File: config.mk
export PLATFORM = sky130hd
export DESIGN_NAME = capture_dispatch
export DESIGN_NICKNAME = d
export VERILOG_FILES = /design/src/rtl/capture_dispatch_pkg.sv /design/src/rtl/dispatch_trig_gen.sv /design/src/rtl/dispatch_desc_queue.sv /design/src/rtl/dispatch_note_arb.sv /design/src/rtl/dispatch_consumer.sv /design/src/rtl/capture_dispatch.sv
export SDC_FILE = /design/constraint.sdc
export NUM_CORES = 2
export LEC_CHECK = 0
export BUFFER_PORTS_ARGS = -buffer_cell sky130_fd_sc_hd__buf_2
export CORE_MARGIN = 2
export CORE_UTILIZATION = 60
export DETAILED_ROUTE_END_ITERATION = 10
export GPL_ROUTABILITY_DRIVEN = 0
export PLACE_DENSITY = 0.79
export SYNTH_ARGS = -nofsm -noshare
export SYNTH_HDL_FRONTEND = slang
export SYNTH_SLANG_ARGS = --single-unit
File: constraint.sdc
create_clock -name clk_i -period 19.5 [get_ports clk_i]
set_input_delay 0.975 -clock clk_i [delete_from_list [all_inputs] [get_ports clk_i]]
set_output_delay 0.975 -clock clk_i [all_outputs]
set_load 0.05 [all_outputs]
File: src/rtl/capture_dispatch_pkg.sv
package capture_dispatch_pkg;

   typedef enum logic {CONS_IDLE, CONS_BUSY} cons_state_e;

   function automatic int unsigned ptr_width(input int unsigned depth);
      return (depth < 2) ? 1 : $clog2(depth);
   endfunction

endpackage

File: src/rtl/dispatch_trig_gen.sv
module dispatch_trig_gen #(
   parameter int unsigned PERIOD = 30
) (
   input  logic clk_i,
   input  logic rst_ni,
   output logic trig_o
);

   if (PERIOD < 2) begin : g_bad_period
      $error("dispatch_trig_gen: PERIOD must be at least 2");
   end

   localparam int unsigned CW = (PERIOD < 2) ? 1 : $clog2(PERIOD);

   logic [CW-1:0] cnt_q;

   always_ff @(posedge clk_i or negedge rst_ni) begin
      if (!rst_ni)            cnt_q <= CW'(PERIOD - 1);
      else if (cnt_q == '0)   cnt_q <= CW'(PERIOD - 1);
      else                    cnt_q <= cnt_q - 1'b1;
   end

   assign trig_o = (cnt_q == '0);

   // a trigger is never two cycles wide
   p_trig_gap_r1: assert property (@(posedge clk_i) disable iff (!rst_ni)
      trig_o |=> !trig_o);

endmodule

File: src/rtl/dispatch_desc_queue.sv
module dispatch_desc_queue
   import capture_dispatch_pkg::*;
#(
   parameter int unsigned DW    = 58,
   parameter int unsigned DEPTH = 8,
   parameter int unsigned CNT_W = 8
) (
   input  logic          clk_i,
   input  logic          rst_ni,
   input  logic          push_i,
   input  logic [DW-1:0] push_data_i,
   input  logic          pop_i,
   output logic          empty_o,
   output logic          full_o,
   output logic [DW-1:0] head_o,
   output logic [CNT_W-1:0] drop_o
);

   if (DEPTH < 2) begin : g_bad_depth
      $error("dispatch_desc_queue: DEPTH must be at least 2");
   end
   if (CNT_W < 1) begin : g_bad_cnt
      $error("dispatch_desc_queue: CNT_W must be at least 1");
   end

   localparam int unsigned PTR_W = ptr_width(DEPTH);
   localparam int unsigned OCC_W = $clog2(DEPTH + 1);

   logic [DW-1:0]    slots [DEPTH];
   logic [PTR_W-1:0] wr_q, rd_q;
   logic [OCC_W-1:0] occ_q;
   logic             do_push, do_pop;

   function automatic logic [PTR_W-1:0] step(input logic [PTR_W-1:0] p);
      return (p == PTR_W'(DEPTH - 1)) ? '0 : p + 1'b1;
   endfunction

   assign empty_o = (occ_q == '0);
   assign full_o  = (occ_q == OCC_W'(DEPTH));
   assign do_push = push_i && !full_o;
   assign do_pop  = pop_i && !empty_o;
   assign head_o  = slots[rd_q];

   always_ff @(posedge clk_i) begin
      if (do_push) slots[wr_q] <= push_data_i;
   end

   always_ff @(posedge clk_i or negedge rst_ni) begin
      if (!rst_ni) begin
         wr_q   <= '0;
         rd_q   <= '0;
         occ_q  <= '0;
         drop_o <= '0;
      end else begin
         if (do_push) wr_q <= step(wr_q);
         if (do_pop)  rd_q <= step(rd_q);
         case ({do_push, do_pop})
            2'b10:   occ_q <= occ_q + OCC_W'(1);
            2'b01:   occ_q <= occ_q - OCC_W'(1);
            default: occ_q <= occ_q;
         endcase
         if (push_i && full_o && (drop_o != '1)) drop_o <= drop_o + 1'b1;
      end
   end

   // occupancy never passes the depth
   p_no_overflow_r8: assert property (@(posedge clk_i) disable iff (!rst_ni)
      occ_q <= OCC_W'(DEPTH));
   // a push into a full queue bumps the counter unless saturated
   p_drop_count_r8: assert property (@(posedge clk_i) disable iff (!rst_ni)
      (push_i && full_o && (drop_o != '1)) |=> (drop_o == $past(drop_o) + 1'b1));
   // a saturated counter stays saturated
   p_drop_sat_r8: assert property (@(posedge clk_i) disable iff (!rst_ni)
      (drop_o == '1) |=> (drop_o == '1));
   // a pop with no push shrinks occupancy
   p_pop_shrinks_r7: assert property (@(posedge clk_i) disable iff (!rst_ni)
      (pop_i && !empty_o && !push_i) |=> (occ_q == $past(occ_q) - OCC_W'(1)));

endmodule

File: src/rtl/dispatch_note_arb.sv
module dispatch_note_arb #(
   parameter int unsigned N = 3
) (
   input  logic [N-1:0] req_i,
   output logic [N-1:0] grant_o
);

   always_comb begin
      logic found;
      found   = 1'b0;
      grant_o = '0;
      for (int i = 0; i < N; i++) begin
         if (req_i[i] && !found) begin
            grant_o[i] = 1'b1;
            found      = 1'b1;
         end
      end
   end

endmodule

File: src/rtl/dispatch_consumer.sv
module dispatch_consumer
   import capture_dispatch_pkg::*;
#(
   parameter int unsigned DW = 58
) (
   input  logic          clk_i,
   input  logic          rst_ni,
   input  logic          q_empty_i,
   input  logic [DW-1:0] q_head_i,
   output logic          q_pop_o,
   input  logic          done_i,
   output logic          cmd_vld_o,
   output logic [DW-1:0] cmd_desc_o
);

   cons_state_e state_q;

   assign q_pop_o   = (state_q == CONS_IDLE) && !q_empty_i;
   assign cmd_vld_o = (state_q == CONS_BUSY);

   always_ff @(posedge clk_i or negedge rst_ni) begin
      if (!rst_ni) begin
         state_q    <= CONS_IDLE;
         cmd_desc_o <= '0;
      end else if (q_pop_o) begin
         state_q    <= CONS_BUSY;
         cmd_desc_o <= q_head_i;
      end else if ((state_q == CONS_BUSY) && done_i) begin
         state_q    <= CONS_IDLE;
      end
   end

   // an outstanding command holds until done
   p_cmd_hold_r5: assert property (@(posedge clk_i) disable iff (!rst_ni)
      (cmd_vld_o && !done_i) |=> (cmd_vld_o && $stable(cmd_desc_o)));
   // done releases the command for at least one cycle
   p_cmd_release_r5: assert property (@(posedge clk_i) disable iff (!rst_ni)
      (cmd_vld_o && done_i) |=> !cmd_vld_o);

endmodule

File: src/rtl/capture_dispatch.sv
module capture_dispatch
   import capture_dispatch_pkg::*;
#(
   parameter int unsigned N_CAP   = 2,
   parameter int unsigned ADDR_W  = 32,
   parameter int unsigned LEN_W   = 24,
   parameter int unsigned SRC_W   = 2,
   parameter int unsigned QDEPTH  = 8,
   parameter int unsigned DROP_W  = 8,
   parameter logic [N_CAP*32-1:0] TRIG_PERIODS = {32'd1_666_667, 32'd50_000_000}
) (
   input  logic                      clk_i,
   input  logic                      rst_ni,
   output logic [N_CAP-1:0]          cap_trig_o,
   input  logic [N_CAP-1:0]          cap_done_vld_i,
   input  logic [N_CAP*ADDR_W-1:0]   cap_done_addr_i,
   input  logic [N_CAP*LEN_W-1:0]    cap_done_len_i,
   output logic [N_CAP-1:0]          cap_done_ack_o,
   input  logic                      nav_vld_i,
   input  logic [ADDR_W-1:0]         nav_addr_i,
   input  logic [LEN_W-1:0]          nav_len_i,
   output logic                      nav_ack_o,
   output logic                      pe_cmd_vld_o,
   output logic [ADDR_W-1:0]         pe_cmd_addr_o,
   output logic [LEN_W-1:0]          pe_cmd_len_o,
   output logic [SRC_W-1:0]          pe_cmd_src_o,
   input  logic                      pe_done_i,
   input  logic [ADDR_W-1:0]         pe_res_addr_i,
   input  logic [LEN_W-1:0]          pe_res_len_i,
   output logic                      st_cmd_vld_o,
   output logic [ADDR_W-1:0]         st_cmd_addr_o,
   output logic [LEN_W-1:0]          st_cmd_len_o,
   output logic [SRC_W-1:0]          st_cmd_src_o,
   input  logic                      st_done_i,
   output logic                      cp_cmd_vld_o,
   output logic [ADDR_W-1:0]         cp_cmd_addr_o,
   output logic [LEN_W-1:0]          cp_cmd_len_o,
   output logic [SRC_W-1:0]          cp_cmd_src_o,
   input  logic                      cp_done_i,
   output logic [DROP_W-1:0]         pe_drop_o,
   output logic [DROP_W-1:0]         st_drop_o,
   output logic [DROP_W-1:0]         cp_drop_o
);

   localparam int unsigned DW   = ADDR_W + LEN_W + SRC_W;
   localparam int unsigned NREQ = N_CAP + 1;
   localparam logic [SRC_W-1:0] NAV_SRC = '1;

   if (N_CAP < 1 || N_CAP >= (1 << SRC_W)) begin : g_bad_src
      $error("capture_dispatch: N_CAP must leave the all-ones source id free");
   end

   // ---------------- periodic capture triggers ----------------
   for (genvar g = 0; g < N_CAP; g++) begin : g_trig
      dispatch_trig_gen #(
         .PERIOD(int'(TRIG_PERIODS[g*32 +: 32]))
      ) u_trig (
         .clk_i  (clk_i),
         .rst_ni (rst_ni),
         .trig_o (cap_trig_o[g])
      );
   end

   // ---------------- notification acceptance ----------------
   logic [NREQ-1:0] grant;
   logic [DW-1:0]   sel_desc;

   dispatch_note_arb #(.N(NREQ)) u_arb (
      .req_i   ({nav_vld_i, cap_done_vld_i}),
      .grant_o (grant)
   );

   assign cap_done_ack_o = grant[N_CAP-1:0];
   assign nav_ack_o      = grant[N_CAP];

   always_comb begin
      sel_desc = '0;
      for (int i = 0; i < N_CAP; i++) begin
         if (grant[i]) begin
            sel_desc = {cap_done_addr_i[i*ADDR_W +: ADDR_W],
                        cap_done_len_i[i*LEN_W +: LEN_W], SRC_W'(i)};
         end
      end
      if (grant[N_CAP]) sel_desc = {nav_addr_i, nav_len_i, NAV_SRC};
   end

   // ---------------- queues and consumers ----------------
   logic          st_push, pe_push, cp_push;
   logic [DW-1:0] cp_data;
   logic          st_empty, pe_empty, cp_empty;
   logic          st_full, pe_full, cp_full;
   logic [DW-1:0] st_head, pe_head, cp_head;
   logic          st_pop, pe_pop, cp_pop;
   logic [DW-1:0] st_desc, pe_desc, cp_desc;

   assign st_push = |grant;
   assign pe_push = |grant[N_CAP-1:0];
   assign cp_push = pe_cmd_vld_o && pe_done_i;
   assign cp_data = {pe_res_addr_i, pe_res_len_i, pe_desc[SRC_W-1:0]};

   dispatch_desc_queue #(.DW(DW), .DEPTH(QDEPTH), .CNT_W(DROP_W)) u_st_q (
      .clk_i(clk_i), .rst_ni(rst_ni), .push_i(st_push), .push_data_i(sel_desc),
      .pop_i(st_pop), .empty_o(st_empty), .full_o(st_full), .head_o(st_head),
      .drop_o(st_drop_o));

   dispatch_desc_queue #(.DW(DW), .DEPTH(QDEPTH), .CNT_W(DROP_W)) u_pe_q (
      .clk_i(clk_i), .rst_ni(rst_ni), .push_i(pe_push), .push_data_i(sel_desc),
      .pop_i(pe_pop), .empty_o(pe_empty), .full_o(pe_full), .head_o(pe_head),
      .drop_o(pe_drop_o));

   dispatch_desc_queue #(.DW(DW), .DEPTH(QDEPTH), .CNT_W(DROP_W)) u_cp_q (
      .clk_i(clk_i), .rst_ni(rst_ni), .push_i(cp_push), .push_data_i(cp_data),
      .pop_i(cp_pop), .empty_o(cp_empty), .full_o(cp_full), .head_o(cp_head),
      .drop_o(cp_drop_o));

   dispatch_consumer #(.DW(DW)) u_st_cons (
      .clk_i(clk_i), .rst_ni(rst_ni), .q_empty_i(st_empty), .q_head_i(st_head),
      .q_pop_o(st_pop), .done_i(st_done_i), .cmd_vld_o(st_cmd_vld_o),
      .cmd_desc_o(st_desc));

   dispatch_consumer #(.DW(DW)) u_pe_cons (
      .clk_i(clk_i), .rst_ni(rst_ni), .q_empty_i(pe_empty), .q_head_i(pe_head),
      .q_pop_o(pe_pop), .done_i(pe_done_i), .cmd_vld_o(pe_cmd_vld_o),
      .cmd_desc_o(pe_desc));

   dispatch_consumer #(.DW(DW)) u_cp_cons (
      .clk_i(clk_i), .rst_ni(rst_ni), .q_empty_i(cp_empty), .q_head_i(cp_head),
      .q_pop_o(cp_pop), .done_i(cp_done_i), .cmd_vld_o(cp_cmd_vld_o),
      .cmd_desc_o(cp_desc));

   assign st_cmd_addr_o = st_desc[DW-1 -: ADDR_W];
   assign st_cmd_len_o  = st_desc[SRC_W +: LEN_W];
   assign st_cmd_src_o  = st_desc[SRC_W-1:0];
   assign pe_cmd_addr_o = pe_desc[DW-1 -: ADDR_W];
   assign pe_cmd_len_o  = pe_desc[SRC_W +: LEN_W];
   assign pe_cmd_src_o  = pe_desc[SRC_W-1:0];
   assign cp_cmd_addr_o = cp_desc[DW-1 -: ADDR_W];
   assign cp_cmd_len_o  = cp_desc[SRC_W +: LEN_W];
   assign cp_cmd_src_o  = cp_desc[SRC_W-1:0];

   // ---------------- assertions ----------------
   // only one notification is taken per cycle
   p_single_accept_r3: assert property (@(posedge clk_i) disable iff (!rst_ni)
      $onehot0({nav_ack_o, cap_done_ack_o}));
   // navigation is taken only when no capture unit asks
   p_nav_last_r3: assert property (@(posedge clk_i) disable iff (!rst_ni)
      nav_ack_o |-> (nav_vld_i && !(|cap_done_vld_i)));

   for (genvar g = 0; g < N_CAP; g++) begin : g_chk
      // acknowledge only with a pending request
      p_ack_has_req_r3: assert property (@(posedge clk_i) disable iff (!rst_ni)
         cap_done_ack_o[g] |-> cap_done_vld_i[g]);
      if (g > 0) begin : g_prio
         // a lower index always wins
         p_low_index_first_r3: assert property (@(posedge clk_i) disable iff (!rst_ni)
            cap_done_ack_o[g] |-> !(|cap_done_vld_i[g-1:0]));
      end
   end

   // a processing done grows the co-processor queue unless it is full
   p_requeue_r6: assert property (@(posedge clk_i) disable iff (!rst_ni)
      (pe_cmd_vld_o && pe_done_i && cp_full) |=> (cp_drop_o != '0));

endmodule

# After elaboration in Yosys (flattened, before gate mapping)
# Memory sizes are Yosys's and may differ from the RTL's. A register that Yosys moved wholly into a read port is not among the register bits.
# Index checks and enable logic that the tools add are counted.
[op_classes] n_addsub=17 mux=30 eq_ne=18 bitwise=3 n_reduce_logical=44
[ops] operator="$mux W58" n=3
[ops] operator="$logic_not A26 Y1" n=1
[ops] operator="$mux W26" n=1
[ops] operator="$sub A26 B1 Y26 const B" n=1
[ops] operator="$add A8 B1 Y8 const B" n=3
[ops] operator="$ne A8 B8 Y1 const B" n=3
[ops] operator="$pmux W4 S2" n=3
[ops] operator="$logic_not A21 Y1" n=1
[ops] operator="$mux W21" n=1
[ops] operator="$sub A21 B1 Y21 const B" n=1
[ops] operator="$logic_and A1 B1 Y1" n=20
[ops] operator="$add A3 B1 Y3 const B" n=6
[ops] operator="$eq A3 B3 Y1 const B" n=6
[ops] operator="$mux W3" n=6
[ops] operator="$mux W1" n=16
[ops] operator="$add A4 B1 Y4 const B" n=3
[ops] operator="$eq A4 B4 Y1 const B" n=3
[ops] operator="$logic_not A4 Y1" n=3
[ops] operator="$reduce_bool A2 Y1" n=6
[ops] operator="$sub A4 B1 Y4 const B" n=3
[ops] operator="$logic_not A1 Y1" n=11
[ops] operator="$eq A2 B1 Y1 const B" n=3
[ops] operator="$eq A2 B2 Y1 const B" n=3
[ops] operator="$not A1 Y1" n=3
[ops] operator="2 further kinds" n=2
[word_totals] inputBits=232 mem_bits_rw=1392 n_memories=3 register_bits=104 elab_cells=132
[memory_table] name="u_cp_q.slots" words=8 word_bits=58 read_ports=1 rd_ports_with_merged_regs=1 write_ports=1 line_no="dispatch_desc_queue.sv:29" rtl="logic [DW-1:0] slots [DEPTH];"
[memory_table] name="u_pe_q.slots" words=8 word_bits=58 read_ports=1 rd_ports_with_merged_regs=1 write_ports=1 line_no="dispatch_desc_queue.sv:29"
[memory_table] name="u_st_q.slots" words=8 word_bits=58 read_ports=1 rd_ports_with_merged_regs=1 write_ports=1 line_no="dispatch_desc_queue.sv:29"

# Logic depth before layout (Yosys ltp)
[depth] word_depth=11 mapped_depth=11 depth_no_buf=9

# By module
# From an unflattened synthesis, not the netlist that was laid out.
[unflattened] cells_unflattened=3206 hier_area_um2=66089.6
[by_module_without_submodules] module="dispatch_desc_queue at u_pe_q ..." area_each_um2=18447.7 seq_area_each_um2=14383.8 n_inst=2 cells_per_inst=777
[by_module_without_submodules] module="dispatch_desc_queue at u_cp_q" area_each_um2=18490.2 seq_area_each_um2=14383.8 n_inst=1 cells_per_inst=777
[by_module_without_submodules] module="dispatch_consumer" area_each_um2=2240.9 seq_area_each_um2=1476.4 n_inst=3 cells_per_inst=125
[by_module_without_submodules] module="capture_dispatch" area_each_um2=1542.7 seq_area_each_um2=0.0 n_inst=1 cells_per_inst=258
[by_module_without_submodules] module="dispatch_trig_gen at g_trig[0].u_trig" area_each_um2=1342.5 seq_area_each_um2=673.1 n_inst=1 cells_per_inst=132
[by_module_without_submodules] module="dispatch_trig_gen at g_trig[1].u_trig" area_each_um2=1069.8 seq_area_each_um2=540.5 n_inst=1 cells_per_inst=107
[by_module_without_submodules] module="dispatch_note_arb" area_each_um2=26.3 seq_area_each_um2=0.0 n_inst=1 cells_per_inst=3

# Worst setup path after synthesis
# Ideal clock, no wire load.
[synth_timing] path_type="input to register" startpoint="input cap_done_vld_i[0]" endpoint="memory u_pe_q.slots[0][0], enable pin" arrival_time_ns=7.177 setup_slack_ns=11.706 n_path_buf=1 path_stages=5 cell_sequence="clkbuf_1 -> nor2_1 -> nor2_1 -> inv_1 -> nor4_1"
[synth_between] elab_chain_len=8
[synth_lines] element="start, declared" line_no="capture_dispatch.sv:15" rtl="input logic [N_CAP-1:0] cap_done_vld_i,"
[synth_lines] element="$mux W1 *" line_no="dispatch_note_arb.sv:13" rtl="if (req_i[i] && !found) begin"
[synth_lines] element="$logic_not A1 Y1" line_no="dispatch_note_arb.sv:13"
[synth_lines] element="$logic_and A1 B1 Y1" line_no="dispatch_note_arb.sv:13"
[synth_lines] element="$mux W1" line_no="dispatch_note_arb.sv:13"
[synth_lines] element="$reduce_or A2 Y1 *" line_no="capture_dispatch.sv:97" rtl="assign pe_push = |grant[N_CAP-1:0];"
[synth_lines] element="$logic_and A1 B1 Y1 *" line_no="dispatch_desc_queue.sv:40" rtl="assign do_push = push_i && !full_o;"
[synth_lines] element="$mux W1 *" line_no="dispatch_desc_queue.sv:45" rtl="if (do_push) slots[wr_q] <= push_data_i;"
[synth_lines] element="$mux W1 (implied by the code) *" line_no="dispatch_desc_queue.sv:45"
[synth_lines] element="end, declared" line_no="dispatch_desc_queue.sv:29"
# Every way passes the cells marked *; elsewhere a longest branch is shown, timed or not.

# Final worst setup path
[layout_timing] startpoint="register g_trig[1].u_trig.cnt_q[0]" endpoint="output cap_trig_o[1]"
[layout_between] elab_chain_len=1
[layout_lines] element="start, declared" line_no="dispatch_trig_gen.sv:15" rtl="logic [CW-1:0] cnt_q;"
[layout_lines] element="start signal, assigned" line_no="dispatch_trig_gen.sv:18" rtl="if (!rst_ni) cnt_q <= CW'(PERIOD - 1);"
[layout_lines] element="start signal, assigned" line_no="dispatch_trig_gen.sv:19" rtl="else if (cnt_q == '0) cnt_q <= CW'(PERIOD - 1);"
[layout_lines] element="start signal, assigned" line_no="dispatch_trig_gen.sv:20" rtl="else cnt_q <= cnt_q - 1'b1;"
[layout_lines] element="$logic_not A21 Y1" line_no="dispatch_trig_gen.sv:23" rtl="assign trig_o = (cnt_q == '0);"
[layout_lines] element="end, declared" line_no="capture_dispatch.sv:14" rtl="output logic [N_CAP-1:0] cap_trig_o,"
# No other way between the ends.

==> results.md <==
* Number of H-tree levels at 4
* Die Y at 332 um
* Worst VDD drop at 0.000133 V
* Area Overhead vs Synth at 14.7%
* Area occupied by multi-input gates at 0.0150 mm^2
* Reg-to-reg startpoint: u_pe_q.rd_q[0]
* Commonest non-fill, non-tap cell in the layout: edfxtp_1
* Max_slew headroom at 20.0%
* Filler cell count at 6,356
* Worst-Skew Late Latency at 780 ps
* Starting Density at 60.4%
* Hold_ws at 193 ps
* Gate Count Post-Synth at 3,302
* Die area at 0.110 mm^2
* Number of setup buffers added after CTS at 0
* Post-CTS Resized at 0
* Core Rows at 120
* Critical Path RT at 18,530 ps
* R2r setup slk at 16,010 ps
* Vias per cell at 6.33
* Final Setup Violations at 0
* Post-DRT Antenna Nets at 0
* Grt ovf at 0
* Tmin final at 3970 ps
* Design Area, Final at 0.0739 mm^2
* Seq/Total Area, Yosys at 75.7%
* Starting DRT DRC Count at 3,680
* Register area at 0.0488 mm^2
* Fmax at 252 MHz
* Max_cap viols at 0
* EDFF count, synth at 1,392
* Flops & latches, synth at 1,670
* Global-route wire length before repair at 221,000 um
* Cts bufs inserted at 162
* Final Cycle Share at 20.3%
* WL/cell at 27.7 um
* CTS tree: done
* Cell Chain, Critical Path: inv_1 > ha_1 > or4b_4 > nor3_4 > nand3_2 > clkinv_2 > buf_2
* Synth warn at 0
* Hold buffers post-CTS at 0
* Ratio of cells with drive above 1 in the final layout at 31.3%
* Reg2reg path depth at 5
* Synthesized Nets at 3,562
* # DRC at 0
* Antenna violations before repair at 18
* P_leak at 26.0 nW
* Worst path slowest cell: or4b_4
* CTS root buffer: clkbuf_16
* FF-to-FF End: u_pe_cons.cmd_desc_o[50]
* Tot Pwr at 0.0121 W
* Vias at 34,000
* Setup TNS at 0 ps
* Gr usage total at 27.1%
* Startpoint class of the critical path: flip-flop
* Final Hold Fails at 0
* Post-DP Area at 0.0686 mm^2
* Largest net degree at the start of global routing at 87
* Worst slew pin tran at 1200 ps
* Reg clk slew, reported paths at 60 ps
* Final nets at 4,084
* Final worst slack at 15,530 ps
* I/O pin count at 438
* Crit path kind: flip-flop to primary output
* Max incr delay on CP at 530 ps
* Clock sinks at 1,670
* Core region area at 0.107 mm^2
* Pre-antenna DRT Iters at 6
* Power per cell area at 163 mW/mm^2
* Count of input and output buffers at 437
* Critical-path maximum fanout at 9
* Final wirelength at 149,000 um
* Most used DFF post-synth: edfxtp_1
* Final Skew at 39.3 ps
* Largest buffer count on any clock path at 3
* Crit path arrival time at 2990 ps
* Hold Crit Class: input port to async pin
* Post-synthesis cell type count at 63
* Die width at 332 um
* Vias in the first global route at 34,800
* Most frequent cells in the layout: edfxtp_1 (1,392), buf_2 (434), mux4_2 (348)
* FFs w/ async S/R, synth at 16.6%
* Place WS at 15,330 ps
* Crit path from: g_trig[1].u_trig.cnt_q[0]
* Post-Synthesis Cell Area at 0.0645 mm^2
* CP Capture Type: primary output
* Slew Viols, Final at 0
* RSZ-0062 raised after global routing: false
* Status: completed
* DPL Wire Length at 78,800 um
* Synth Area per Inst at 19.5 um^2
==> synth_stat cells (3+ instances only) <==
| library cell | count | area [um^2] |
|---|---|---|
| edfxtp_1 | 1392 | 41800 |
| mux4_2 | 348 | 7840 |
| dfrtp_1 | 248 | 6210 |
| nor2_1 | 229 | 860 |
| a21oi_1 | 185 | 926 |
| mux2i_1 | 179 | 1790 |
| nand2_1 | 97 | 364 |
| clkbuf_1 | 88 | 330 |
| o21ai_0 | 70 | 350 |
| buf_2 | 62 | 310 |
| a22oi_1 | 56 | 420 |
| dfstp_2 | 30 | 788 |
| xor2_1 | 27 | 236 |
| ha_1 | 26 | 325 |
| nor3_1 | 25 | 125 |
| nand3_1 | 24 | 120 |
| xnor2_1 | 24 | 210 |
| inv_1 | 22 | 82.6 |
| mux2_2 | 20 | 225 |
| nor4_1 | 16 | 100 |
| nand4_1 | 13 | 81.3 |
| buf_1 | 12 | 45.0 |
| nand2b_1 | 12 | 75.1 |
| buf_4 | 8 | 60.1 |
| and3_1 | 7 | 43.8 |
| or3_1 | 7 | 43.8 |
| nor2b_1 | 6 | 37.5 |
| o31ai_1 | 6 | 45.0 |
| or4_1 | 6 | 45.0 |
| nor4_2 | 4 | 50.1 |
| o41ai_1 | 4 | 35.0 |
| nand3b_1 | 3 | 22.5 |
| nand4b_1 | 3 | 26.3 |
==> cell families (layout without fill, tap and decap cells) <==
| kind of cell | after synthesis | count (layout) | synth area share, % |
|---|---|---|---|
| other | 0 | 9 | 0 |
| DFF | 1670 | 1670 | 75.7 |
| and+or+nand+nor | 475 | 475 | 3.48 |
| buffers and inverters | 194 | 854 | 1.30 |
| AOI/OAI and AO/OA | 336 | 336 | 2.98 |
| xor gates and xnor gates | 51 | 51 | 0.693 |
| muxes | 548 | 548 | 15.3 |
| adders and majority gates | 28 | 28 | 0.567 |
==> state kept, by name, summed over array words and instances, names as in the netlist, 4 cells and up <==
signal	count
u_pe_q.occ_q	4
u_st_q.slots	464
u_st_q.occ_q	4
u_cp_q.occ_q	4
u_cp_q.drop_o	8
u_cp_q.slots	464
g_trig.u_trig.cnt_q	47
u_pe_q.slots	464
u_cp_cons.cmd_desc_o	58
u_pe_q.drop_o	8
u_st_q.drop_o	8
u_pe_cons.cmd_desc_o	58
u_st_cons.cmd_desc_o	58
==> final cells by class <==
class	instances	area share, %
clock buffers	212	5.97
multi-input cells	1438	20.3
well taps	1403	2.37
clock inverters	90	1.23
flip-flops and latches	1670	66.0
diodes	9	0.0305
repair buffers	529	3.91
inverters	23	0.118
==> per-layer routing <==
layer  part of all wire [%]  wire length [um]  GRT usage [%]
met4                    2.7              3990           8.33
met5                  0.069               102              0
met3                    8.1             12100           5.27
met1                     37             55700           36.3
met2                     52             76900           45.7
==> power by group <==
part           switching, W  leakage, nW  total [W]  internal [W]
Combinational       0.00227         7.40    0.00363       0.00135
Clock               0.00134         2.62    0.00311       0.00177
Sequential         0.000567         15.9    0.00532       0.00476
==> critical path: cells and delay by family, from the launching register on <==
kind                       cells  cell delay, ps
and+or+nand+nor                3            1060
buffers and inverters          3             560
DFF                            1             410
adders and majority gates      1             200
==> worst max-delay path by stage <==
| stage | end | slack, ps |
|---|---|---|
| floorplan | u_pe_q.slots[0][0] | 11710 |
| global placement | u_pe_q.slots[0][8] | 15540 |
| detailed placement | u_pe_q.slots[2][8] | 15330 |
| CTS | cap_trig_o[1] | 15470 |
| global route | cap_trig_o[1] | 15330 |
| finish | cap_trig_o[1] | 15530 |
==> metrics by stage <==
step / instances / util [%]
floorplan: 3302 / -
global placement: 5063 / 64.2
detailed placement: 5063 / 64.2
CTS: 5365 / 69.2
global route: 5367 / 69.2
finish: 5374 / 69.3
Note: power is estimated with default switching activity, not from simulation.
